`src/rtl/qline_pkg.sv`:
```
package qline_pkg;
    localparam int BW = 8;
    localparam int DW = 2;
    localparam int FW = 2 * BW + DW;
    localparam int CW = 8;

    localparam int C_ACT   = 7;
    localparam int C_DLOOP = 6;
    localparam int C_LFULL = 5;
    localparam int C_LB1   = 4;
    localparam int C_LB2   = 3;
    localparam int C_IRQEN = 2;
    localparam int C_DTXOFF = 1;
    localparam int C_DRXOFF = 0;

    localparam logic [DW-1:0] D_IDLE = '1;

    typedef struct packed {
        logic [BW-1:0] b1;
        logic [BW-1:0] b2;
        logic [DW-1:0] d;
    } frame_t;

    typedef enum logic {LN_OFF = 1'b0, LN_ON = 1'b1} ln_state_e;
endpackage

```
`src/rtl/qline_regs.sv`:
```
module qline_regs
    import qline_pkg::*;
#(
    parameter int NL = 4,
    localparam int AW = (NL > 1) ? $clog2(NL) : 1
) (
    input  logic            clk,
    input  logic            rst_n,
    input  logic            we_i,
    input  logic [AW-1:0]   addr_i,
    input  logic [CW-1:0]   wdata_i,
    output logic [CW-1:0]   rdata_o,
    output logic [NL*CW-1:0] ctrl_o
);
    logic [CW-1:0] ctrl_q [NL];

    for (genvar n = 0; n < NL; n++) begin : g_reg
        always_ff @(posedge clk or negedge rst_n) begin
            if (!rst_n)
                ctrl_q[n] <= '0;
            else if (we_i && (int'(addr_i) == n))
                ctrl_q[n] <= wdata_i;
        end
        assign ctrl_o[n*CW +: CW] = ctrl_q[n];

        AST_REG_HOLD: assert property (@(posedge clk) disable iff (!rst_n)
            !(we_i && (int'(addr_i) == n)) |=> $stable(ctrl_o[n*CW +: CW]));
    end

    always_comb begin
        rdata_o = '0;
        for (int n = 0; n < NL; n++)
            if (int'(addr_i) == n) rdata_o = ctrl_q[n];
    end

    AST_WRITE_LANDS: assert property (@(posedge clk) disable iff (!rst_n)
        we_i |=> (rdata_o == $past(wdata_i)) || (addr_i != $past(addr_i)));
endmodule

```
`src/rtl/qline_fsm.sv`:
```
module qline_fsm
    import qline_pkg::*;
(
    input  logic clk,
    input  logic rst_n,
    input  logic act_req_i,
    output logic active_o
);
    ln_state_e state_q, state_d;

    always_comb begin
        state_d = state_q;
        unique case (state_q)
            LN_OFF: if (act_req_i)  state_d = LN_ON;   // GO_UP
            LN_ON:  if (!act_req_i) state_d = LN_OFF;  // GO_DOWN
            default: state_d = LN_OFF;
        endcase
    end

    always_ff @(posedge clk or negedge rst_n) begin
        if (!rst_n) state_q <= LN_OFF;
        else        state_q <= state_d;
    end

    always_comb begin
        unique case (state_q)
            LN_ON:   active_o = 1'b1;
            default: active_o = 1'b0;
        endcase
    end

    AST_FOLLOWS_REQ: assert property (@(posedge clk) disable iff (!rst_n)
        act_req_i |=> active_o);
    AST_DROPS_REQ: assert property (@(posedge clk) disable iff (!rst_n)
        !act_req_i |=> !active_o);
endmodule

```
`src/rtl/qline_path.sv`:
```
module qline_path
    import qline_pkg::*;
(
    input  logic          clk,
    input  logic          rst_n,
    input  logic          active_i,
    input  logic [CW-1:0] ctrl_i,
    input  frame_t        ln_rx_i,
    input  frame_t        dg_tx_i,
    output frame_t        ln_tx_o,
    output frame_t        dg_rx_o
);
    frame_t from_line, from_dig, mix;

    always_comb begin
        from_line   = ln_rx_i;
        from_line.d = ctrl_i[C_DRXOFF] ? D_IDLE : ln_rx_i.d;
        from_dig    = dg_tx_i;
        from_dig.d  = ctrl_i[C_DTXOFF] ? D_IDLE : dg_tx_i.d;

        mix    = from_dig;
        if (ctrl_i[C_LB1]) mix.b1 = ln_rx_i.b1;
        if (ctrl_i[C_LB2]) mix.b2 = ln_rx_i.b2;

        if (!active_i)
            ln_tx_o = '0;
        else if (ctrl_i[C_LFULL])
            ln_tx_o = ln_rx_i;
        else
            ln_tx_o = mix;

        if (active_i && ctrl_i[C_DLOOP])
            dg_rx_o = dg_tx_i;
        else
            dg_rx_o = from_line;
    end

    AST_IDLE_WHEN_DOWN: assert property (@(posedge clk) disable iff (!rst_n)
        !active_i |-> (ln_tx_o == '0));
    AST_FULL_LOOP: assert property (@(posedge clk) disable iff (!rst_n)
        (active_i && ctrl_i[C_LFULL]) |-> (ln_tx_o == ln_rx_i));
    AST_DIG_LOOP: assert property (@(posedge clk) disable iff (!rst_n)
        (active_i && ctrl_i[C_DLOOP]) |-> (dg_rx_o == dg_tx_i));
    AST_DOWN_NO_LOOP: assert property (@(posedge clk) disable iff (!rst_n)
        !active_i |-> (dg_rx_o.b1 == ln_rx_i.b1 && dg_rx_o.b2 == ln_rx_i.b2));
endmodule

```
`src/rtl/qline_router.sv`:
```
module qline_router
    import qline_pkg::*;
#(
    parameter int NL = 4,
    localparam int AW = (NL > 1) ? $clog2(NL) : 1
) (
    input  logic             clk,
    input  logic             rst_n,
    input  logic             reg_we_i,
    input  logic [AW-1:0]    reg_addr_i,
    input  logic [CW-1:0]    reg_wdata_i,
    output logic [CW-1:0]    reg_rdata_o,
    input  logic [NL*FW-1:0] ln_rx_i,
    input  logic [NL*FW-1:0] dg_tx_i,
    output logic [NL*FW-1:0] ln_tx_o,
    output logic [NL*FW-1:0] dg_rx_o,
    output logic [NL-1:0]    ln_vld_o,
    input  logic [NL-1:0]    irq_req_i,
    output logic             irq_o,
    output logic             pwr_up_o
);
    logic [NL*CW-1:0] ctrl;
    logic [NL-1:0]    act_bits, irq_en;

    qline_regs #(.NL(NL)) u_regs (
        .clk(clk), .rst_n(rst_n), .we_i(reg_we_i), .addr_i(reg_addr_i),
        .wdata_i(reg_wdata_i), .rdata_o(reg_rdata_o), .ctrl_o(ctrl)
    );

    for (genvar n = 0; n < NL; n++) begin : g_line
        assign act_bits[n] = ctrl[n*CW + C_ACT];
        assign irq_en[n]   = ctrl[n*CW + C_IRQEN];

        qline_fsm u_fsm (
            .clk(clk), .rst_n(rst_n), .act_req_i(act_bits[n]), .active_o(ln_vld_o[n])
        );

        qline_path u_path (
            .clk(clk), .rst_n(rst_n), .active_i(ln_vld_o[n]),
            .ctrl_i(ctrl[n*CW +: CW]),
            .ln_rx_i(ln_rx_i[n*FW +: FW]), .dg_tx_i(dg_tx_i[n*FW +: FW]),
            .ln_tx_o(ln_tx_o[n*FW +: FW]), .dg_rx_o(dg_rx_o[n*FW +: FW])
        );
    end

    assign pwr_up_o = |act_bits;
    assign irq_o    = |(irq_req_i & irq_en);

    AST_PWR_ON_WRITE: assert property (@(posedge clk) disable iff (!rst_n)
        (reg_we_i && reg_wdata_i[C_ACT]) |=> pwr_up_o);
    AST_PWR_COVERS_LINES: assert property (@(posedge clk) disable iff (!rst_n)
        (ln_vld_o != '0) && $stable(pwr_up_o) |-> pwr_up_o || $past(pwr_up_o));
    AST_IRQ_NEEDS_REQ: assert property (@(posedge clk) disable iff (!rst_n)
        irq_o |-> (irq_req_i != '0));
endmodule

```
`config.mk`:
```
export PLATFORM = sky130hd
export DESIGN_NAME = qline_router
export DESIGN_NICKNAME = d
export VERILOG_FILES = /design/src/rtl/qline_pkg.sv /design/src/rtl/qline_regs.sv /design/src/rtl/qline_fsm.sv /design/src/rtl/qline_path.sv /design/src/rtl/qline_router.sv
export SDC_FILE = /design/constraint.sdc
export NUM_CORES = 1
export LEC_CHECK = 0
export ABC_CLOCK_PERIOD_IN_PS = 1600
export CORE_AREA = 4 4 121 123
export CTS_CLUSTER_SIZE = 24
export DETAILED_ROUTE_END_ITERATION = 8
export DIE_AREA = 0 0 125 127
export DONT_BUFFER_PORTS = 1
export PLACE_DENSITY = 0.51
export SLEW_MARGIN = 20
export SYNTH_ARGS = -nofsm -noshare
export SYNTH_HDL_FRONTEND = slang
export SYNTH_SLANG_ARGS = --single-unit
export TNS_END_PERCENT = 100
```
`constraint.sdc`:
```
create_clock -name clk -period 1.6 [get_ports clk]
set_input_delay 0.32 -clock clk [delete_from_list [all_inputs] [get_ports clk]]
set_output_delay 0.32 -clock clk [all_outputs]
set_load 0.02 [all_outputs]
```
==> results.toml, run 1 <==
[sta]
finClkSkew_ns = 0.00340
period_minus_slack_ns = 1.96
setup_viol = 149
setup_ws_ns = -0.359
period_share_pct = 122
rsz0062_at_grt = "true"
maxSlewHeadroom_pct = 69.0
finalHoldViolations = 0
finalMaxSlewViolations = 0
fmax_mhz = 511
worst_slew_pin_slew_ns = 0.465

[yosys]
synth_fa_ha_area_share_pct = 0
synth_top_family_by_area = "multiplexers"
syn_avg_cell_area_sq_um = 9.20
synthSimpleGateAreaFrac_pct = 19.8
ys_seq_area_share_pct = 23.0
synth-xor-area-share_pct = 0
synth_compound_area_share_pct = 20.0
synth_area_sq_mm = 0.00392
ys_warn_count = 0
syn_nets = 587
ys_ff_latch = 36
synth_cell_types = 25
muxShareOfSynthArea_pct = 32.2
netlist_instances = 426

[route]
via_count = 4334
drc = 0
wl_um = 18600
post_drt_wl_per_cell_um = 24.5
viasPerCell = 5.69
drt_iter0_drc = 325
ant_nets = 0
dr.pass1.iters = 4

[global_routing]
antenna_found_initial = 0
grt_max_degree = 37
track_usage_pct = 21.1
grtUsageMet3_pct = 5.18
met1_usage_pct = 24.9
grt_pass1_wl_um = 27000
grt_overflow_total = 0
met2_usage_pct = 37.6
busiest_layer = "met2"
grt_pass1_vias = 4666

[cells_and_area]
drive_gt1_share_pct = 80.8
fin_area_sq_mm = 0.00703
num-fill-cells = 1201
layout.cells.non_filler = 762
final_cell_mix = "83 x buf_4, 64 x mux2_4, 64 x buf_6, 62 x a21oi_2, 46 x o21ai_0"
area_delta_synth_final_pct = 79.2
nNetsFinal = 742
final_common_cell = "buf_4"
diodes = 0

[floorplan]
io_pins = 319
die_area_sq_mm = 0.0159
core_area_sq_mm = 0.0137
rows = 43
die_h_um = 127
start_util_pct = 28.7
die-width_um = 125

[worst_setup_path]
cp_data_arrival_time_ns = 1.64
setup.worst_path.class = "reg -> out"
endpoint_kind = "primary output"
crit_chain = "buf_12, or3b_4, a21oi_2, buf_6"
path_buf_inv = 2
startpoint_type = "flip-flop"
cp_slowest_cell = "dfrtp_2"
crit_family = "flip-flops"
max_stage_delay_ns = 0.50
critPathRequiredTime_ns = 1.28
worstPathMaxFanout = 5

[run]
max-cap-violations = 0

[run_status]
violations = "negative setup slack"
status = "finished, violations left"

[cts]
cts_made_buffers = 5
clkLatencyLatePin_ns = 0.28
clk_pin_slew_worst_paths_ns = 0.06
tritoncts = "yes"
htree_levels = 2
clockRootBuffer = "clkbuf_16"
clock_path_buffers = 2
cts.sinks = 36

[placed_design]
io_buffers = 0
hpwl_um = 12200
place.gp.congestion = 0.873
dp.cells = 679
placed_cell_area_sq_mm = 0.00507

[pwr]
power_w = 0.00786
ir_drop_uv = 572
p_leak_nw = 2.98
power_density_mw_per_mm2 = 1120

[hold_path]
hp-class = "in -> reg"
[repair_timing]
item,in CTS,in global routing
hold endpoints to repair,36,0
endpoints found under the setup margin,149,152
hold buffers,2,0
pin swaps,40,58
gates resized for setup,239,83
cloned,15,6
setup buffers,49,17
[logic make-up (layout without fill, tap and decap cells)]
group                  count (synthesis)  count (layout)
buffers and inverters                 42             198
DFF                                   36              36
AOI/OAI and AO/OA                    146             146
and+or+nand+nor                       98              98
muxes                                104             104
[metrics by stage]
stage	worst slack, ns	util, %	TNS [ns]	hold WS (ns)
after global routing	-0.411	51.4	-36.16	0.171
after floorplan	-0.0286	-	-0.671	0.0244
final	-0.359	51.4	-29.56	0.183
after CTS	-0.354	49.5	-32.96	0.179
after global placement	-0.155	37.1	-1.56	0.0256
after detailed placement	-0.182	37.1	-2.93	0.0255
[power breakdown]
part	leakage (nW)	total (W)	switching (W)	internal [W]
registers	0.403	0.00141	0.000307	0.00111
clock network	0.0766	0.000999	0.000385	0.000614
logic	2.50	0.00545	0.00265	0.00280
total	2.98	0.00786	0.00334	0.00452
[final timing paths]
path / to / cells past startpoint / from / slack [ns]
max reg2reg: u_regs.ctrl_o[21] / 3 / u_regs.ctrl_o[21] / 0.43
min: u_regs.ctrl_o[20] / 1 / reg_wdata_i[4] / 0.18
min in group asynchronous: u_regs.ctrl_o[31] / 2 / rst_n / 0.51
max in group asynchronous: u_regs.ctrl_o[3] / 2 / rst_n / 0.89
max: ln_tx_o[40] / 4 / u_regs.ctrl_o[21] / -0.36
min reg2reg: g_line[0].u_fsm.state_q / 0 / u_regs.ctrl_o[7] / 0.43
[routing by layer]
layer | wire length [um] | part of all wire [%]
met5 | 0 | 0
met3 | 1300 | 7.0
met1 | 7140 | 38
met2 | 9670 | 52
met4 | 522 | 2.8
[registers in the layout, summed over array words and instances (netlist names)]
name                  count
g_line.u_fsm.state_q      4
u_regs.ctrl_o            32
[cell type report]
cell class | instances | area [sq um] | area share [%]
tap | 180 | 225 | 3.21
sequential | 36 | 928 | 13.2
clock inverter | 2 | 10.0 | 0.142
inverter | 4 | 16.3 | 0.231
multi-input combinational | 348 | 3650 | 51.9
clock buffer | 6 | 139 | 1.98
timing repair buffer | 186 | 2060 | 29.3
[synthesized netlist by cell type (all sizes together)]
| library cell | number | area, sq um |
|---|---|---|
| nor2b | 8 | 50.1 |
| buf | 16 | 96.4 |
| nor3b | 1 | 18.8 |
| or3b | 64 | 561 |
| a21oi | 64 | 320 |
| mux4 | 8 | 180 |
| nand3 | 1 | 10.0 |
| clkinv | 4 | 15.0 |
| dfrtp | 36 | 901 |
| clkbuf | 22 | 83.8 |
| a22oi | 2 | 15.0 |
| nor3 | 16 | 80.1 |
| o21ai | 64 | 320 |
| mux2 | 96 | 1080 |
| nand2 | 5 | 28.8 |
| or4 | 1 | 7.51 |
| nand3b | 2 | 22.5 |
| a211o | 8 | 70.1 |
| o21a | 8 | 60.1 |
Power figures use the tool's default switching activity.
==> run 2: changes to the inputs <==
--- a/config.mk
+++ b/config.mk
@@ -6,12 +6,12 @@
 export NUM_CORES = 1
 export LEC_CHECK = 0
 export ABC_CLOCK_PERIOD_IN_PS = 1600
-export CORE_AREA = 4 4 121 123
+export CORE_AREA = 4 4 123 125
 export CTS_CLUSTER_SIZE = 24
 export DETAILED_ROUTE_END_ITERATION = 8
-export DIE_AREA = 0 0 125 127
+export DIE_AREA = 0 0 127 129
 export DONT_BUFFER_PORTS = 1
-export PLACE_DENSITY = 0.51
+export PLACE_DENSITY = 0.5
 export SLEW_MARGIN = 20
 export SYNTH_ARGS = -nofsm -noshare
 export SYNTH_HDL_FRONTEND = slang
==> results.toml, run 2 (same netlist as run 1, synthesis figures left out) <==
[cells_and_area]
final_common_cell = "buf_4"
largest_reg_flops = 32
area_delta_synth_final_pct = 79.9
diodes = 0
num-fill-cells = 1235
postLayoutCoreUtil_pct = 50.8
nNetsFinal = 737
drive_gt1_share_pct = 79.7
final_cell_mix = "88 x buf_4, 64 x mux2_4, 59 x a21oi_2, 53 x buf_6, 39 x or3b_4"

[worst_setup_path]
max_stage_delay_ns = 0.41
endpoint_kind = "primary output"
cp_data_arrival_time_ns = 1.66
worstPathMaxFanout = 7
cp_slowest_cell = "dfrtp_2"
crit_family = "flip-flops"
setup.worst_path.class = "reg -> out"
r2r_start = "u_regs.ctrl_o[29]"
worstSetupStartpoint = "u_regs.ctrl_o[29]"
startpoint_type = "flip-flop"
critPathRequiredTime_ns = 1.28
crit_chain = "buf_12, buf_12, or3b_4, a21oi_4, buf_6"
critPathMostFrequentCell = "buf_12"
path_buf_inv = 3

[hold_path]
hold_start = "reg_wdata_i[3]"
hp-class = "in -> reg"

[floorplan]
start_util_pct = 28.2
rows = 43
die-width_um = 127
die_h_um = 129
core_area_sq_mm = 0.0139
die_area_sq_mm = 0.0164
io_pins = 319

[sta]
maxSlewHeadroom_pct = 67.6
finClkSkew_ns = 0.000522
finalHoldViolations = 0
period_share_pct = 124
setup_viol = 150
fmax_mhz = 505
setup_ws_ns = -0.381
tns_ns = -28.51
worst_slew_pin_slew_ns = 0.486
finalMaxSlewViolations = 0
period_minus_slack_ns = 1.98
rsz0062_at_grt = "true"

[global_routing]
grt_overflow_total = 0
met1_usage_pct = 25.8
track_usage_pct = 21.7
grt_max_degree = 37
busiest_layer = "met2"
met2_usage_pct = 40.0
antenna_found_initial = 0
grtUsageMet3_pct = 4.73
grt_pass1_wl_um = 27800
grt_pass1_vias = 4535

[cts]
clk_pin_slew_worst_paths_ns = 0.06
htree_levels = 2
tritoncts = "yes"
clkLatencyLatePin_ns = 0.28
clock_path_buffers = 2
clockRootBuffer = "clkbuf_16"
cts_made_buffers = 5
cts.sinks = 36

[pwr]
ir_drop_uv = 681
p_leak_nw = 2.96
power_density_mw_per_mm2 = 1120

[route]
ant_nets = 0
post_drt_wl_per_cell_um = 25.4
drt_iter0_drc = 185
drc = 0
wl_um = 19200
via_count = 4306
viasPerCell = 5.70
dr.pass1.iters = 4

[placed_design]
hpwl_um = 12300
io_buffers = 0
place.gp.congestion = 0.817

[run_status]
violations = "negative setup slack"
status = "finished, violations left"

[run]
max-cap-violations = 0
run 2: cell types whose count changed in the layout (fill, tap and decap cells not counted), sizes merged:
| cell | change |
|---|---|
| buf | -5 |
| bufbuf | +1 |
| clkinv | -3 |
| nand2 | +2 |
| clkbuf | -3 |
| inv | +2 |
run 2: per-layer routing:
metal	part of all wire, %	routed length (um)
met2	54	10300
met5	0	0
met3	6.6	1270
met4	1.6	301
met1	38	7290
run 2: power by group:
group          internal [W]  leakage (nW)  switching (W)  total, W
combinational       0.00287          2.49        0.00273   0.00560
sequential          0.00110         0.406       0.000267   0.00137
clock              0.000566        0.0667       0.000356  0.000922
run 2: worst paths after layout:
check                                          endpoint  slack, ns  depth (start not counted)
worst max-delay path                        ln_tx_o[65]      -0.38                          5
worst min-delay path                  u_regs.ctrl_o[27]       0.19                          1
worst max register to register        u_regs.ctrl_o[29]       0.50                          3
worst min register to register  g_line[3].u_fsm.state_q       0.43                          0
max in group asynchronous             u_regs.ctrl_o[21]       0.91                          2
min in group asynchronous             u_regs.ctrl_o[23]       0.48                          2
run 2: final cells by class:
cell class / count / area (sq um) / share of cell area, %
tap: 180 / 225 / 3.19
timing repair buffer: 179 / 2050 / 29.1
sequential: 36 / 925 / 13.1
multi-input combinational: 350 / 3700 / 52.4
inverter: 4 / 17.5 / 0.248
clock inverter: 1 / 5.00 / 0.0709
clock buffer: 6 / 129 / 1.83
run 2: through the flow:
| stage | instances | area, sq um | worst slack [ns] | hold WS (ns) | power (W) |
|---|---|---|---|---|---|
| floorplan | 426 | 4070 | -0.0286 | 0.0244 | 0.00378 |
| global placement | 676 | 5050 | -0.0872 | 0.0256 | 0.00497 |
| detailed placement | 676 | 5050 | -0.130 | 0.0257 | 0.00504 |
| CTS | 752 | 6850 | -0.353 | 0.185 | 0.00771 |
| global route | 756 | 7050 | -0.419 | 0.180 | 0.00827 |
| finish | 756 | 7050 | -0.381 | 0.189 | 0.00789 |
run 2: repair_timing:
action                                 CTS  global route
endpoints found under the hold margin   36             0
hold buffers                             2             0
resized for setup                      235            78
pin swaps                               35            37
buffers inserted                        51            13
cloned                                  16             2
setup endpoints to repair              151           151
==> run 3: changes to the inputs <==
--- a/config.mk
+++ b/config.mk
@@ -6,14 +6,16 @@
 export NUM_CORES = 1
 export LEC_CHECK = 0
 export ABC_CLOCK_PERIOD_IN_PS = 1600
-export CORE_AREA = 4 4 123 125
+export CORE_MARGIN = 4
+export CORE_UTILIZATION = 30
 export CTS_CLUSTER_SIZE = 24
 export DETAILED_ROUTE_END_ITERATION = 8
-export DIE_AREA = 0 0 127 129
 export DONT_BUFFER_PORTS = 1
-export PLACE_DENSITY = 0.5
+export PLACE_DENSITY = 0.53
+export SKIP_LAST_GASP = 1
 export SLEW_MARGIN = 20
 export SYNTH_ARGS = -nofsm -noshare
 export SYNTH_HDL_FRONTEND = slang
+export SYNTH_HIERARCHICAL = 1
 export SYNTH_SLANG_ARGS = --single-unit
 export TNS_END_PERCENT = 100
==> results.toml, run 3 <==
[global_routing]
grt_overflow_total = 0
grt_max_degree = 37
antenna_found_initial = 0
grt_pass1_wl_um = 22700
track_usage_pct = 18.9
grt_pass1_vias = 4055

[yosys]
synth_area_sq_mm = 0.00403
ys_seq_area_share_pct = 22.4
ys_ff_latch = 36
ys_warn_count = 6
synth_cell_types = 24
synthArstFlopShare_pct = 100
synth_area_leaders = "dfrtp_1 22%, mux2_2 18%, mux2_4 12%, o211ai_1 12%, o21ai_0 7.5%"
synth.most_common_cell = "nand2_1"
synth_area_leader_cell = "dfrtp_1"
yosysTopAreaCellShare_pct = 22.4
synth_commonest_cells = "65 x nand2_1, 64 x mux2_2, 64 x o211ai_1"
syn_nets = 591
syn_avg_cell_area_sq_um = 9.36
netlist_instances = 430
ys.flop_type = "dfrtp_1"
synth_edf_count = 0

[run]
max-cap-violations = 0

[pwr]
power_density_mw_per_mm2 = 1180
ir_drop_uv = 462
p_leak_nw = 2.59
power_w = 0.00737

[placed_design]
io_buffers = 0
hpwl_um = 11800
dp.cells = 637
place.gp.congestion = 0.780

[run_status]
violations = "negative setup slack"
status = "finished, violations left"

[sta]
period_minus_slack_ns = 1.76
maxSlewHeadroom_pct = 66.3
setup_ws_ns = -0.156
setup_viol = 146
fmax_mhz = 569
finClkSkew_ns = 0.00258
tns_ns = -12.84
worst_slew_pin_slew_ns = 0.505
finalMaxSlewViolations = 0
rsz0062_at_grt = "true"
finalHoldViolations = 0
period_share_pct = 110

[cts]
clk_pin_slew_worst_paths_ns = 0.06
clock_path_buffers = 2
cts_made_buffers = 5
tritoncts = "yes"
htree_levels = 2
clockRootBuffer = "clkbuf_16"
clkLatencyLatePin_ns = 0.27
cts.sinks = 36

[worst_setup_path]
r2r_start = "u_regs/ctrl_o[22]"
rr_worst_depth = 2
setup.worst_path.class = "reg -> out"
max_stage_delay_ns = 0.44
path_buf_inv = 2
cp_data_arrival_time_ns = 1.44
r2r_end = "u_regs/ctrl_o[22]"
endpoint_kind = "primary output"
crit_family = "flip-flops"
critPathRequiredTime_ns = 1.28
cp_slowest_cell = "dfrtp_2"
worstPathMaxFanout = 7
crit_chain = "or2_4, buf_12, o21ai_4, buf_6"
regToRegSetupSlack_ns = 0.57
startpoint_type = "flip-flop"

[route]
met2_length_um = 9350
via_count = 4172
ant_nets = 0
wl_um = 17200
dr.pass1.iters = 5
route.met3.wl_um = 1550
viasPerCell = 6.01
drt_iter0_drc = 212
dr.max_layer_used = "met4"
wl_met1_um = 6010
post_drt_wl_per_cell_um = 24.8
drc = 0

[hold_path]
hp-class = "in -> reg"
hold_depth = 1
hold_start = "reg_wdata_i[0]"
hold_end = "u_regs/ctrl_o[8]"

[floorplan]
start_util_pct = 30.5
core_area_sq_mm = 0.0132
die-width_um = 124
rows = 42
die_area_sq_mm = 0.0153
io_pins = 319
die_h_um = 124

[cells_and_area]
layout.cells.non_filler = 694
largest_reg_flops = 32
drive_gt1_share_pct = 63.5
area_delta_synth_final_pct = 55.4
final_cell_mix = "64 x o211ai_1, 63 x nand2_1, 58 x mux2_4, 56 x buf_4, 38 x mux2_2"
nNetsFinal = 678
final_common_cell = "o211ai_1"
diodes = 0
[run 3: metrics by stage]
stage          worst slack [ns]  hold WS (ns)  utilization, %  cell area (sq um)
2_1_floorplan           -0.0426        0.0244               -               4070
3_3_place_gp             0.0254        0.0270            35.2               4640
3_5_place_dp             0.0557        0.0267            35.2               4640
4_1_cts                  -0.133         0.186            43.2               5700
5_1_grt                  -0.185         0.187            47.4               6260
6_report                 -0.156         0.194            47.4               6260
[run 3: logic make-up (layout without fill, tap and decap cells)]
| logic type | count (synthesis) | in the layout | synth area share (%) |
|---|---|---|---|
| DFF | 36 | 36 | 22.4 |
| AOI/OAI and AO/OA | 154 | 154 | 25.5 |
| buffers and inverters | 46 | 124 | 6.40 |
| and+or+nand+nor | 90 | 100 | 11.1 |
| muxes | 104 | 104 | 34.6 |
[run 3: layout make-up]
cell class	count	area [sq um]
fillers	1157	6930
well taps	176	220
clock inverters	2	10.0
multi-input cells	358	3560
repair buffers	116	1400
flip-flops and latches	36	928
clock buffers	6	139
[run 3: timing repair]
| item | in CTS | in global routing |
|---|---|---|
| setup endpoints to repair | 153 | 152 |
| pin swaps | 62 | 37 |
| setup buffers | 16 | 9 |
| hold endpoints to repair | 36 | 0 |
| gates cloned | 9 | 13 |
| hold buffers | 2 | 0 |
| gates resized for setup | 141 | 58 |
[run 3: metal layers]
| layer | up-vias | track usage [%] |
|---|---|---|
| met1 | 2064 | 20.7 |
| met3 | 23 | 4.45 |
| met2 | 260 | 37.0 |
| li1 | 1825 | - |
| met5 | - | 0 |
| met4 | 0 | 3.25 |
[run 3: worst max path at each step]
stage | to | slack (ns) | cells past startpoint | startpoint
finish | ln_tx_o[21] | -0.16 | 4 | u_regs/ctrl_o[11]
global route | ln_tx_o[21] | -0.19 | 4 | u_regs/ctrl_o[11]
CTS | reg_rdata_o[5] | -0.13 | 2 | u_regs/ctrl_o[21]
detailed placement | ln_tx_o[65] | 0.06 | 3 | u_regs/ctrl_o[29]
global placement | ln_tx_o[44] | 0.03 | 3 | u_regs/ctrl_o[21]
floorplan | ln_tx_o[15] | -0.04 | 4 | u_regs/ctrl_o[4]
[run 3: report_power, final]
group	internal [W]	leakage, nW	switching [W]
sequential	0.00111	0.407	0.000291
combinational	0.00233	2.10	0.00269
clock	0.000613	0.0766	0.000342
total	0.00405	2.59	0.00332
